### src/rtl/gsx_pkg.sv
package gsx_pkg;

  typedef enum logic [1:0] {
    ST_IDLE  = 2'd0,
    ST_SHIFT = 2'd1,
    ST_GAP   = 2'd2
  } xfer_state_e;

  localparam int GAP_W       = 2;
  localparam int GAP_MAX_PER = 56;
  localparam int GCNT_W      = $clog2(2 * GAP_MAX_PER);

  localparam logic [1:0] RA_FIRST = 2'd0;
  localparam logic [1:0] RA_LAST  = 2'd1;
  localparam logic [1:0] RA_CTRL  = 2'd2;
  localparam logic [1:0] RA_CMD   = 2'd3;

  // Gap length in half SCK periods: 0, 16, 48, 112
  function automatic logic [GCNT_W-1:0] gap_halves(input logic [GAP_W-1:0] sel);
    int per;
    per = (8 << sel) - 8;
    return GCNT_W'(2 * per);
  endfunction

endpackage

### src/rtl/gsx_regs.sv
module gsx_regs
  import gsx_pkg::*;
#(
  parameter int AW    = 5,
  parameter int DW    = 8,
  parameter int CKS_W = 3
) (
  input  logic             clk,
  input  logic             rst_n,
  input  logic             wr_en,
  input  logic [1:0]       addr,
  input  logic [DW-1:0]    wdata,
  input  logic             lock,
  input  logic             stat_busy,
  input  logic             stat_done,
  output logic [AW-1:0]    first_q,
  output logic [AW-1:0]    last_q,
  output logic [GAP_W-1:0] gap_q,
  output logic [CKS_W-1:0] cks_q,
  output logic             go,
  output logic [DW-1:0]    rdata
);

  localparam int CTL_W = GAP_W + CKS_W;

  logic [AW-1:0]    first_d, last_d;
  logic [GAP_W-1:0] gap_d;
  logic [CKS_W-1:0] cks_d;
  logic             wr_ok;
  logic             unused_hi;

  assign wr_ok     = wr_en && !lock;
  assign go        = wr_ok && (addr == RA_CMD) && wdata[0];
  assign unused_hi = ^wdata[DW-1:AW];

  always_comb begin
    first_d = first_q;
    last_d  = last_q;
    gap_d   = gap_q;
    cks_d   = cks_q;
    if (wr_ok) begin
      case (addr)
        RA_FIRST: first_d = wdata[AW-1:0];
        RA_LAST:  last_d  = wdata[AW-1:0];
        RA_CTRL:  {gap_d, cks_d} = wdata[CTL_W-1:0];
        default:  ;
      endcase
    end
  end

  always_ff @(posedge clk or negedge rst_n) begin
    if (!rst_n) begin
      first_q <= '0;
      last_q  <= '0;
      gap_q   <= '0;
      cks_q   <= '0;
    end else begin
      first_q <= first_d;
      last_q  <= last_d;
      gap_q   <= gap_d;
      cks_q   <= cks_d;
    end
  end

  always_comb begin
    case (addr)
      RA_FIRST: begin
        rdata = '0;
        rdata[AW-1:0] = first_q;
      end
      RA_LAST: begin
        rdata = '1;
        rdata[AW-1:0] = last_q;
      end
      RA_CTRL: begin
        rdata = '1;
        rdata[CTL_W-1:0] = {gap_q, cks_q};
      end
      default: begin
        rdata = '0;
        rdata[1:0] = {stat_done, stat_busy};
      end
    endcase
  end

endmodule

### src/rtl/gsx_baud.sv
module gsx_baud #(
  parameter int CKS_W = 3
) (
  input  logic             clk,
  input  logic             rst_n,
  input  logic             en,
  input  logic [CKS_W-1:0] cks,
  output logic             tick
);

  localparam int CNT_W = (1 << CKS_W) - 1;

  logic [CNT_W-1:0] cnt_q, cnt_d, mask;

  assign mask = CNT_W'((64'd1 << cks) - 64'd1);
  assign tick = en && (cnt_q == mask);

  always_comb begin
    if (!en || tick) cnt_d = '0;
    else             cnt_d = cnt_q + 1'b1;
  end

  always_ff @(posedge clk or negedge rst_n) begin
    if (!rst_n) cnt_q <= '0;
    else        cnt_q <= cnt_d;
  end

endmodule

### src/rtl/gsx_buffer.sv
module gsx_buffer #(
  parameter int AW = 5,
  parameter int DW = 8
) (
  input  logic          clk,
  input  logic          we,
  input  logic [AW-1:0] waddr,
  input  logic [DW-1:0] wdata,
  input  logic [AW-1:0] ra_sw,
  output logic [DW-1:0] rd_sw,
  input  logic [AW-1:0] ra_eng,
  output logic [DW-1:0] rd_eng
);

  localparam int DEPTH = 1 << AW;

  logic [DW-1:0] mem [DEPTH];

  always_ff @(posedge clk) begin
    if (we) mem[waddr] <= wdata;
  end

  assign rd_sw  = mem[ra_sw];
  assign rd_eng = mem[ra_eng];

endmodule

### src/rtl/gsx_shifter.sv
module gsx_shifter #(
  parameter int DW = 8
) (
  input  logic          clk,
  input  logic          rst_n,
  input  logic          load,
  input  logic [DW-1:0] load_data,
  input  logic          shift,
  input  logic          sample,
  input  logic          sdi,
  output logic          sdo,
  output logic [DW-1:0] rx
);

  logic [DW-1:0] tx_q, tx_d, rx_d;

  always_comb begin
    if (load)       tx_d = load_data;
    else if (shift) tx_d = tx_q >> 1;
    else            tx_d = tx_q;
    rx_d = sample ? {sdi, rx[DW-1:1]} : rx;
  end

  always_ff @(posedge clk or negedge rst_n) begin
    if (!rst_n) begin
      tx_q <= '0;
      rx   <= '0;
    end else begin
      tx_q <= tx_d;
      rx   <= rx_d;
    end
  end

  assign sdo = tx_q[0];

endmodule

### src/rtl/gapped_serial_xfer.sv
module gapped_serial_xfer
  import gsx_pkg::*;
#(
  parameter int AW    = 5,
  parameter int DW    = 8,
  parameter int CKS_W = 3
) (
  input  logic          clk,
  input  logic          rst_n,
  input  logic          reg_wr,
  input  logic [1:0]    reg_addr,
  input  logic [DW-1:0] reg_wdata,
  output logic [DW-1:0] reg_rdata,
  input  logic          buf_wr,
  input  logic [AW-1:0] buf_addr,
  input  logic [DW-1:0] buf_wdata,
  output logic [DW-1:0] buf_rdata,
  output logic          sck,
  output logic          sdo,
  input  logic          sdi,
  output logic          strb,
  output logic          done,
  output logic          busy
);

  localparam int                HALF_W    = $clog2(2 * DW);
  localparam logic [HALF_W-1:0] LAST_HALF = HALF_W'(2 * DW - 1);

  // reset: asynchronous assertion, synchronous release
  logic [1:0] rst_pipe;
  logic       rst_sn;

  always_ff @(posedge clk or negedge rst_n) begin
    if (!rst_n) rst_pipe <= 2'b00;
    else        rst_pipe <= {rst_pipe[0], 1'b1};
  end
  assign rst_sn = rst_pipe[1];

  xfer_state_e       state_q, state_d;
  logic [AW-1:0]     ptr_q, ptr_d;
  logic [HALF_W-1:0] half_q, half_d;
  logic [GCNT_W-1:0] gcnt_q, gcnt_d;
  logic              done_q, done_d;

  logic [AW-1:0]     first_addr, last_addr;
  logic [GAP_W-1:0]  gap_sel;
  logic [CKS_W-1:0]  cks_sel;
  logic              go, tick, busy_w, at_last;
  logic              load, shift, sample, eng_we;
  logic [AW-1:0]     eng_raddr, mem_waddr;
  logic [DW-1:0]     eng_rdata, rx_byte, mem_wdata;
  logic              mem_we;

  assign busy_w  = (state_q != ST_IDLE);
  assign at_last = (ptr_q == last_addr);

  gsx_regs #(.AW(AW), .DW(DW), .CKS_W(CKS_W)) u_regs (
    .clk       (clk),
    .rst_n     (rst_sn),
    .wr_en     (reg_wr),
    .addr      (reg_addr),
    .wdata     (reg_wdata),
    .lock      (busy_w),
    .stat_busy (busy_w),
    .stat_done (done_q),
    .first_q   (first_addr),
    .last_q    (last_addr),
    .gap_q     (gap_sel),
    .cks_q     (cks_sel),
    .go        (go),
    .rdata     (reg_rdata)
  );

  gsx_baud #(.CKS_W(CKS_W)) u_baud (
    .clk   (clk),
    .rst_n (rst_sn),
    .en    (busy_w),
    .cks   (cks_sel),
    .tick  (tick)
  );

  assign eng_raddr = (state_q == ST_IDLE) ? first_addr : ptr_q + 1'b1;
  assign mem_we    = eng_we || (buf_wr && !busy_w);
  assign mem_waddr = eng_we ? ptr_q   : buf_addr;
  assign mem_wdata = eng_we ? rx_byte : buf_wdata;

  gsx_buffer #(.AW(AW), .DW(DW)) u_buf (
    .clk    (clk),
    .we     (mem_we),
    .waddr  (mem_waddr),
    .wdata  (mem_wdata),
    .ra_sw  (buf_addr),
    .rd_sw  (buf_rdata),
    .ra_eng (eng_raddr),
    .rd_eng (eng_rdata)
  );

  gsx_shifter #(.DW(DW)) u_shift (
    .clk       (clk),
    .rst_n     (rst_sn),
    .load      (load),
    .load_data (eng_rdata),
    .shift     (shift),
    .sample    (sample),
    .sdi       (sdi),
    .sdo       (sdo),
    .rx        (rx_byte)
  );

  // sequencer next state
  always_comb begin
    state_d = state_q;
    ptr_d   = ptr_q;
    half_d  = half_q;
    gcnt_d  = gcnt_q;
    done_d  = done_q;
    load    = 1'b0;
    shift   = 1'b0;
    sample  = 1'b0;
    eng_we  = 1'b0;
    case (state_q)
      ST_IDLE: begin
        if (go) begin
          state_d = ST_SHIFT;
          ptr_d   = first_addr;
          half_d  = '0;
          done_d  = 1'b0;
          load    = 1'b1;
        end
      end
      ST_SHIFT: begin
        if (tick) begin
          if (!half_q[0]) begin
            sample = 1'b1;
            half_d = half_q + 1'b1;
          end else if (half_q == LAST_HALF) begin
            eng_we = 1'b1;
            if (gap_sel != '0) begin
              state_d = ST_GAP;
              gcnt_d  = '0;
            end else if (at_last) begin
              state_d = ST_IDLE;
              done_d  = 1'b1;
            end else begin
              ptr_d  = ptr_q + 1'b1;
              half_d = '0;
              load   = 1'b1;
            end
          end else begin
            shift  = 1'b1;
            half_d = half_q + 1'b1;
          end
        end
      end
      ST_GAP: begin
        if (tick) begin
          if (gcnt_q == gap_halves(gap_sel) - 1'b1) begin
            if (at_last) begin
              state_d = ST_IDLE;
              done_d  = 1'b1;
            end else begin
              state_d = ST_SHIFT;
              ptr_d   = ptr_q + 1'b1;
              half_d  = '0;
              load    = 1'b1;
            end
          end else begin
            gcnt_d = gcnt_q + 1'b1;
          end
        end
      end
      default: state_d = ST_IDLE;
    endcase
  end

  always_ff @(posedge clk or negedge rst_sn) begin
    if (!rst_sn) begin
      state_q <= ST_IDLE;
      ptr_q   <= '0;
      half_q  <= '0;
      gcnt_q  <= '0;
      done_q  <= 1'b0;
    end else begin
      state_q <= state_d;
      ptr_q   <= ptr_d;
      half_q  <= half_d;
      gcnt_q  <= gcnt_d;
      done_q  <= done_d;
    end
  end

  assign sck  = (state_q == ST_SHIFT) ? half_q[0] : 1'b1;
  assign strb = (state_q == ST_GAP) && (gcnt_q < GCNT_W'(2));
  assign done = done_q;
  assign busy = busy_w;

endmodule

### config.mk
export PLATFORM = sky130hd
export DESIGN_NAME = gapped_serial_xfer
export DESIGN_NICKNAME = d
export VERILOG_FILES = /design/src/rtl/gsx_pkg.sv /design/src/rtl/gsx_regs.sv /design/src/rtl/gsx_baud.sv /design/src/rtl/gsx_buffer.sv /design/src/rtl/gsx_shifter.sv /design/src/rtl/gapped_serial_xfer.sv
export SDC_FILE = /design/constraint.sdc
export NUM_CORES = 1
export LEC_CHECK = 0
export ABC_CLOCK_PERIOD_IN_PS = 7400
export CORE_MARGIN = 3
export CORE_UTILIZATION = 55
export CTS_CLUSTER_SIZE = 20
export DETAILED_ROUTE_END_ITERATION = 8
export DONT_BUFFER_PORTS = 1
export PLACE_DENSITY = 0.67
export RECOVER_POWER = 25
export SETUP_SLACK_MARGIN = 0.1
export SLEW_MARGIN = 10
export SYNTH_ARGS = -nofsm -noshare
export SYNTH_HDL_FRONTEND = slang
export SYNTH_SLANG_ARGS = --single-unit
### constraint.sdc
create_clock -name clk -period 7.4 [get_ports clk]
set_clock_uncertainty 0.05 [all_clocks]
set_input_delay 0.74 -clock clk [delete_from_list [all_inputs] [get_ports clk]]
set_output_delay 0.74 -clock clk [all_outputs]
set_load 0.01 [all_outputs]
==> impl_metrics.tcl, run 1 <==
set metrics [dict create \
    cts.sinks 315 \
    seqPwrFrac_pct 50.4 \
    diodes 0 \
    gr-total-overflow 0 \
    rr_worst_depth 7 \
    whs_path_depth 0 \
    rsz0062_at_grt "no" \
    r2r_slack_ps 2030 \
    netlist_instances 1207 \
    dieHeight_microns 177 \
    pwr-share-clk_pct 46.5 \
    routed-via-count 10800 \
    numCtsBuffers 35 \
    synthMostInstantiatedCell "edfxtp_1" \
    powerDensity_nw_per_um2 219 \
    cts_resized 0 \
    start_kind "flip-flop" \
    antenna_found_initial 1 \
    grtUsageTotal_pct 28.0 \
    syn_avg_cell_area_sq_um 13.3 \
    start_util_pct 56.8 \
    ant_nets 0 \
    cts_tree "built" \
    hp-start "rst_pipe[0]" \
    clk_pin_slew_ps 60 \
    min_period_ps 5370 \
    portBuffers 0 \
    crit_arrival_ps 5460 \
    cp_max_fo 18 \
    yosys.area.top_type "edfxtp_1" \
    drive_above_1_share_pct 15.1 \
    whs_ps 299 \
    clockRootBuffer "clkbuf_16" \
    routed_wl_microns 43300 \
    timing.final.crit_share_pct 72.6 \
    synth_edf_count 256 \
    drt-initial-drc-count 1295 \
    yosys_warnings 0 \
    setup_viol 0 \
    clock_path_buffers 3 \
    violations "capacitance limit, slew limit" \
    worstHoldEndpoint "rst_pipe[1]" \
    nNetsFinal 1208 \
    tns_ps 0 \
    routedWlPerCell_microns 27.6 \
    viasPerCell 6.85 \
    grt_max_degree 69 \
    ys_async_sr_fraction_pct 18.7 \
    grt_pass1_wl_microns 65600 \
    vdd_drop_max_mv 0.201 \
    outcome "finished with violations" \
    criticalPathCategory "reg2reg" \
    p_int_mw 3.03 \
    synth_flop_cell "edfxtp_1" \
    leakage_nw 6.19 \
    chipWidth_microns 177 \
    synth_area_leaders "edfxtp_1 48%, mux4_2 13%, dfrtp_1 9.2%" \
    hold_violations 0 \
    core-area_sq_um 28200 \
    worstReg2RegEnd "u_buf.mem[9][5]" \
    rows 61 \
    worstPathRequired_ps 7490 \
    drv_slew 59 \
    synth_cell_type_count 72 \
    max_freq_mhz 186 \
    io_pins 49 \
    synthTopCellsByCount "256 x edfxtp_1, 188 x nand2_1, 92 x mux4_2" \
    synth_area_sq_um 16000 \
    first_pass_iters 7 \
    synth_nets 1249 \
    hold_class "reg2reg" \
    p_comb_share_pct 3.1 \
    sw_frac_of_total_pct 20.5 \
    place_congestion 0.878 \
    first_global_vias 10500 \
    cap_viol_max_count 2 \
    die_area_sq_um 31300 \
    tightest_slew_ps 3200 \
    rr_startpoint "u_regs.cks_q[1]" \
    syn2layout_area_growth_pct 8.39 \
    synth_seq_cells 315 \
    ctsHtreeMaxLevel 2 \
    hpwlAfterDp_microns 26900 \
    clock_latency_ps 540 \
    drc 0 \
    synth_top_area_share_pct 47.9 \
    power_switching_mw 0.781 \
    seq_area_frac_synth_pct 57.1 \
    slew_headroom_pct -114 \
    critPathCaptureType "flip-flop" \
]
## layer usage
layer	GRT usage (%)	vias to the layer above	part of all wire, %
li1	-	4639	-
met1	39.9	5428	40
met2	42.3	593	46
met3	7.49	91	10
met4	9.59	2	2.9
met5	0	-	0.030
## logic make-up after synthesis
| group | share of synthesized area [%] |
|---|---|
| flops | 57.1 |
| fa+ha+maj | 1.15 |
| compound gates | 8.19 |
| buf+inv | 2.76 |
| xor+xnor | 0.874 |
| mux | 17.9 |
| other cells | 0.0234 |
| simple gates | 12.0 |
## worst max path at each step
stage | startpoint | endpoint | slack [ps] | cells after the start
after floorplan | buf_addr[1] | buf_rdata[0] | 3490 | 5
after global placement | state_q[1] | u_shift.tx_q[4] | 3090 | 11
after detailed placement | u_regs.cks_q[1] | u_buf.mem[9][1] | 2980 | 7
after CTS | u_regs.cks_q[1] | u_buf.mem[9][5] | 2990 | 7
after global routing | u_regs.cks_q[1] | u_buf.mem[13][3] | 1680 | 7
final | u_regs.cks_q[1] | u_buf.mem[9][5] | 2030 | 7
## cell usage in the layout, fill, tap and decap left out, types with 5 or more instances in the layout
master / count
clkinv_1: 7
nor2_1: 66
clkbuf_16: 36
o31ai_1: 11
a311oi_1: 28
o21ai_0: 13
o221ai_1: 5
or3_1: 6
nand2_1: 187
nand3_1: 67
mux2_2: 20
a311o_1: 9
inv_1: 20
xor2_1: 8
nand4_1: 8
a211oi_1: 21
o21a_1: 5
a31oi_1: 15
a21oi_1: 13
mux4_2: 92
nand2b_1: 5
a222oi_1: 5
mux2_1: 23
nor3_1: 11
nor4_1: 6
mux2i_1: 26
ha_1: 14
clkbuf_1: 11
edfxtp_1: 256
and3_1: 38
dfrtp_1: 58
xnor2_1: 8
buf_4: 8
a22o_1: 5
## power by group through the flow
stage,clock [mW],sequential (mW),combinational [mW]
6_report,1.77,1.92,0.117
5_1_grt,1.88,1.92,0.122
4_1_cts,1.80,1.92,0.119
3_5_place_dp,0,1.96,0.118
3_3_place_gp,0,1.96,0.116
2_1_floorplan,0,1.96,0.0982
## sequential cells by signal, indices dropped and copies added, names as in the netlist, 3 cells and up
| name | flops |
|---|---|
| u_regs.cks_q | 3 |
| u_regs.first_q | 5 |
| u_baud.cnt_q | 7 |
| u_shift.tx_q | 8 |
| ptr_q | 5 |
| gcnt_q | 7 |
| half_q | 4 |
| u_buf.mem | 256 |
| u_regs.last_q | 5 |
| u_shift.rx | 8 |
## cell type report
class | instances | area [sq um]
multi-input cells | 781 | 6410
clock inverters | 17 | 231
inverters | 22 | 82.6
fillers | 2163 | 10900
repair buffers | 11 | 77.6
clock buffers | 46 | 948
well taps | 378 | 473
flip-flops and latches | 315 | 9170
## metrics by stage
step                      util [%]  worst slack (ps)  cell area, sq um  cells  power [mW]
after global placement        57.6              3090             16300   1506        2.07
after global routing          61.6              1680             17400   1570        3.92
after detailed placement      57.6              2980             16300   1506        2.07
final                         61.6              2030             17400   1570        3.81
after CTS                     61.8              2990             17400   1570        3.84
after floorplan                  -              3490             16000   1207        2.06
## what timing repair did
| item | in CTS | in global routing |
|---|---|---|
| hold buffers | 1 | 0 |
| hold endpoints to repair | 2 | 0 |
| buffers inserted | 0 | 0 |
## worst max-delay path, stage by stage, from the launching register on
cell,delay (ps)
dfrtp_1,500
a211oi_1,280
nor3_1,100
or4_1,600
nor4_1,1160
nand3_2,700
o32a_1,740
nor2_1,850
Note: power is estimated with default switching activity, not from simulation.
==> run 2: changes to the inputs <==
ABC_CLOCK_PERIOD_IN_PS = 5490   (was 7400)
clock period = 5.49 ns   (was 7.4 ns; I/O delays follow)
==> impl_metrics.tcl, run 2 (same netlist as run 1, synthesis figures left out) <==
set metrics [dict create \
    worstReg2RegEnd "u_buf.mem[17][6]" \
    worstPathRequired_ps 5510 \
    route.met3.wl_microns 5000 \
    drt-met1-wl_microns 17400 \
    die_area_sq_um 31300 \
    chipWidth_microns 177 \
    routed-via-count 10800 \
    hold_class "in2reg" \
    powerDensity_nw_per_um2 286 \
    slew_headroom_pct -117 \
    place_congestion 0.893 \
    clockRootBuffer "clkbuf_16" \
    violations "capacitance limit, slew limit" \
    clock_latency_ps 530 \
    first_pass_iters 6 \
    whs_path_depth 1 \
    diodes 0 \
    drt-initial-drc-count 1341 \
    numCtsBuffers 35 \
    max_freq_mhz 220 \
    io_pins 49 \
    drc 0 \
    reg.largest.list "u_buf.mem: 256 flops, u_shift.rx: 8 flops, u_shift.tx_q: 8 flops" \
    tightest_slew_ps 3250 \
    postCtsSetupRepairBufs 0 \
    portBuffers 0 \
    rows 61 \
    hp-start "sdi" \
    worstHoldEndpoint "u_shift.rx[7]" \
    crit_arrival_ps 4570 \
    crit_slowest_cell "clkbuf_1" \
    min_period_ps 4540 \
    timing.final.crit_share_pct 82.7 \
    cts_tree "built" \
    startpoint "u_regs.cks_q[1]" \
    vdd_drop_max_mv 0.246 \
    start_kind "flip-flop" \
    rsz0062_at_grt "no" \
    hold_violations 0 \
    grtUsageTotal_pct 28.6 \
    drv_slew 124 \
    tns_ps 0 \
    rr_worst_depth 7 \
    viasPerCell 6.83 \
    grt_max_degree 69 \
    syn2layout_area_growth_pct 8.31 \
    drive_above_1_share_pct 15.6 \
    cp_cell_sequence "and4b_1, nor3_1, or4_1, nor4_4, nand3_2, mux2_1, clkbuf_1" \
    antenna_found_initial 0 \
    hpwlAfterDp_microns 28000 \
    largest_register_ffs 256 \
    core-area_sq_um 28200 \
    place_inst 1514 \
    routed_wl_microns 43900 \
    outcome "finished with violations" \
    r2r_slack_ps 950 \
    pre_cts_ws_ps 1150 \
    cp_max_fo 32 \
    grt_pass1_wl_microns 67000 \
    clk_pin_slew_ps 60 \
    worst_slack_ps 948 \
    routedWlPerCell_microns 27.8 \
    cts.sinks 315 \
    first_global_vias 10400 \
    start_util_pct 56.8 \
    final_cell_mix "256 x edfxtp_1, 187 x nand2_1, 92 x mux4_2" \
    gr-total-overflow 0 \
    p_total_mw 4.96 \
    cpPeakStageDelay_ps 1220 \
    cap_viol_max_count 3 \
    criticalPathCategory "reg2reg" \
    rr_startpoint "u_regs.cks_q[1]" \
    dieHeight_microns 177 \
    final_common_cell "edfxtp_1" \
    fin_cells 1579 \
    critPathCaptureType "flip-flop" \
    route.met2.wl_microns 20300 \
    leakage_nw 6.19 \
    setup_viol 0 \
    ctsHtreeMaxLevel 2 \
    largest-register "u_buf.mem" \
    clock_path_buffers 3 \
    whs_ps 119 \
    top_layer "met4" \
    nNetsFinal 1216 \
    ant_nets 0 \
]
run 2: repair_timing:
item | 4_1_cts | 5_1_grt
hold buffers | 1 | 0
endpoints found under the hold margin | 2 | 0
gates resized for setup | 0 | 0
run 2: critical path, delay by kind of cell (launching register included):
kind	cells	cell delay, ps
buf+inv	1	1220
flops	1	520
mux	1	370
simple gates	5	1920
run 2: where the power goes:
part / internal, mW / switching [mW] / total, mW
Combinational: 0.0712 / 0.0884 / 0.160
Clock: 1.28 / 0.938 / 2.22
Sequential: 2.59 / 0.000386 / 2.59
run 2: how the worst max path moves through the flow:
| stage | cells past startpoint | slack, ps | end |
|---|---|---|---|
| floorplan | 5 | 1960 | buf_rdata[0] |
| global placement | 7 | 1190 | u_buf.mem[5][4] |
| detailed placement | 7 | 1150 | u_buf.mem[17][6] |
| CTS | 7 | 1160 | u_buf.mem[17][0] |
| global route | 7 | 570 | u_buf.mem[11][6] |
| finish | 7 | 950 | u_buf.mem[17][6] |
run 2: per-stage QoR:
stage | utilization, % | area [sq um]
after floorplan | - | 16000
after global placement | 57.8 | 16300
after detailed placement | 57.8 | 16300
after CTS | 61.7 | 17400
after global routing | 61.5 | 17400
final | 61.5 | 17400
run 2: routing by layer:
layer	track usage, %	up-vias
li1	-	4653
met1	41.5	5434
met2	44.2	614
met3	6.71	85
met4	7.82	0
met5	0	-
run 2: final cells by class:
type,count,area [sq um]
timing repair buffer,19,155
sequential,315,9170
clock buffer,46,958
fill,2151,10900
clock inverter,18,119
multi-input combinational,781,6420
inverter,22,82.6
tap,378,473
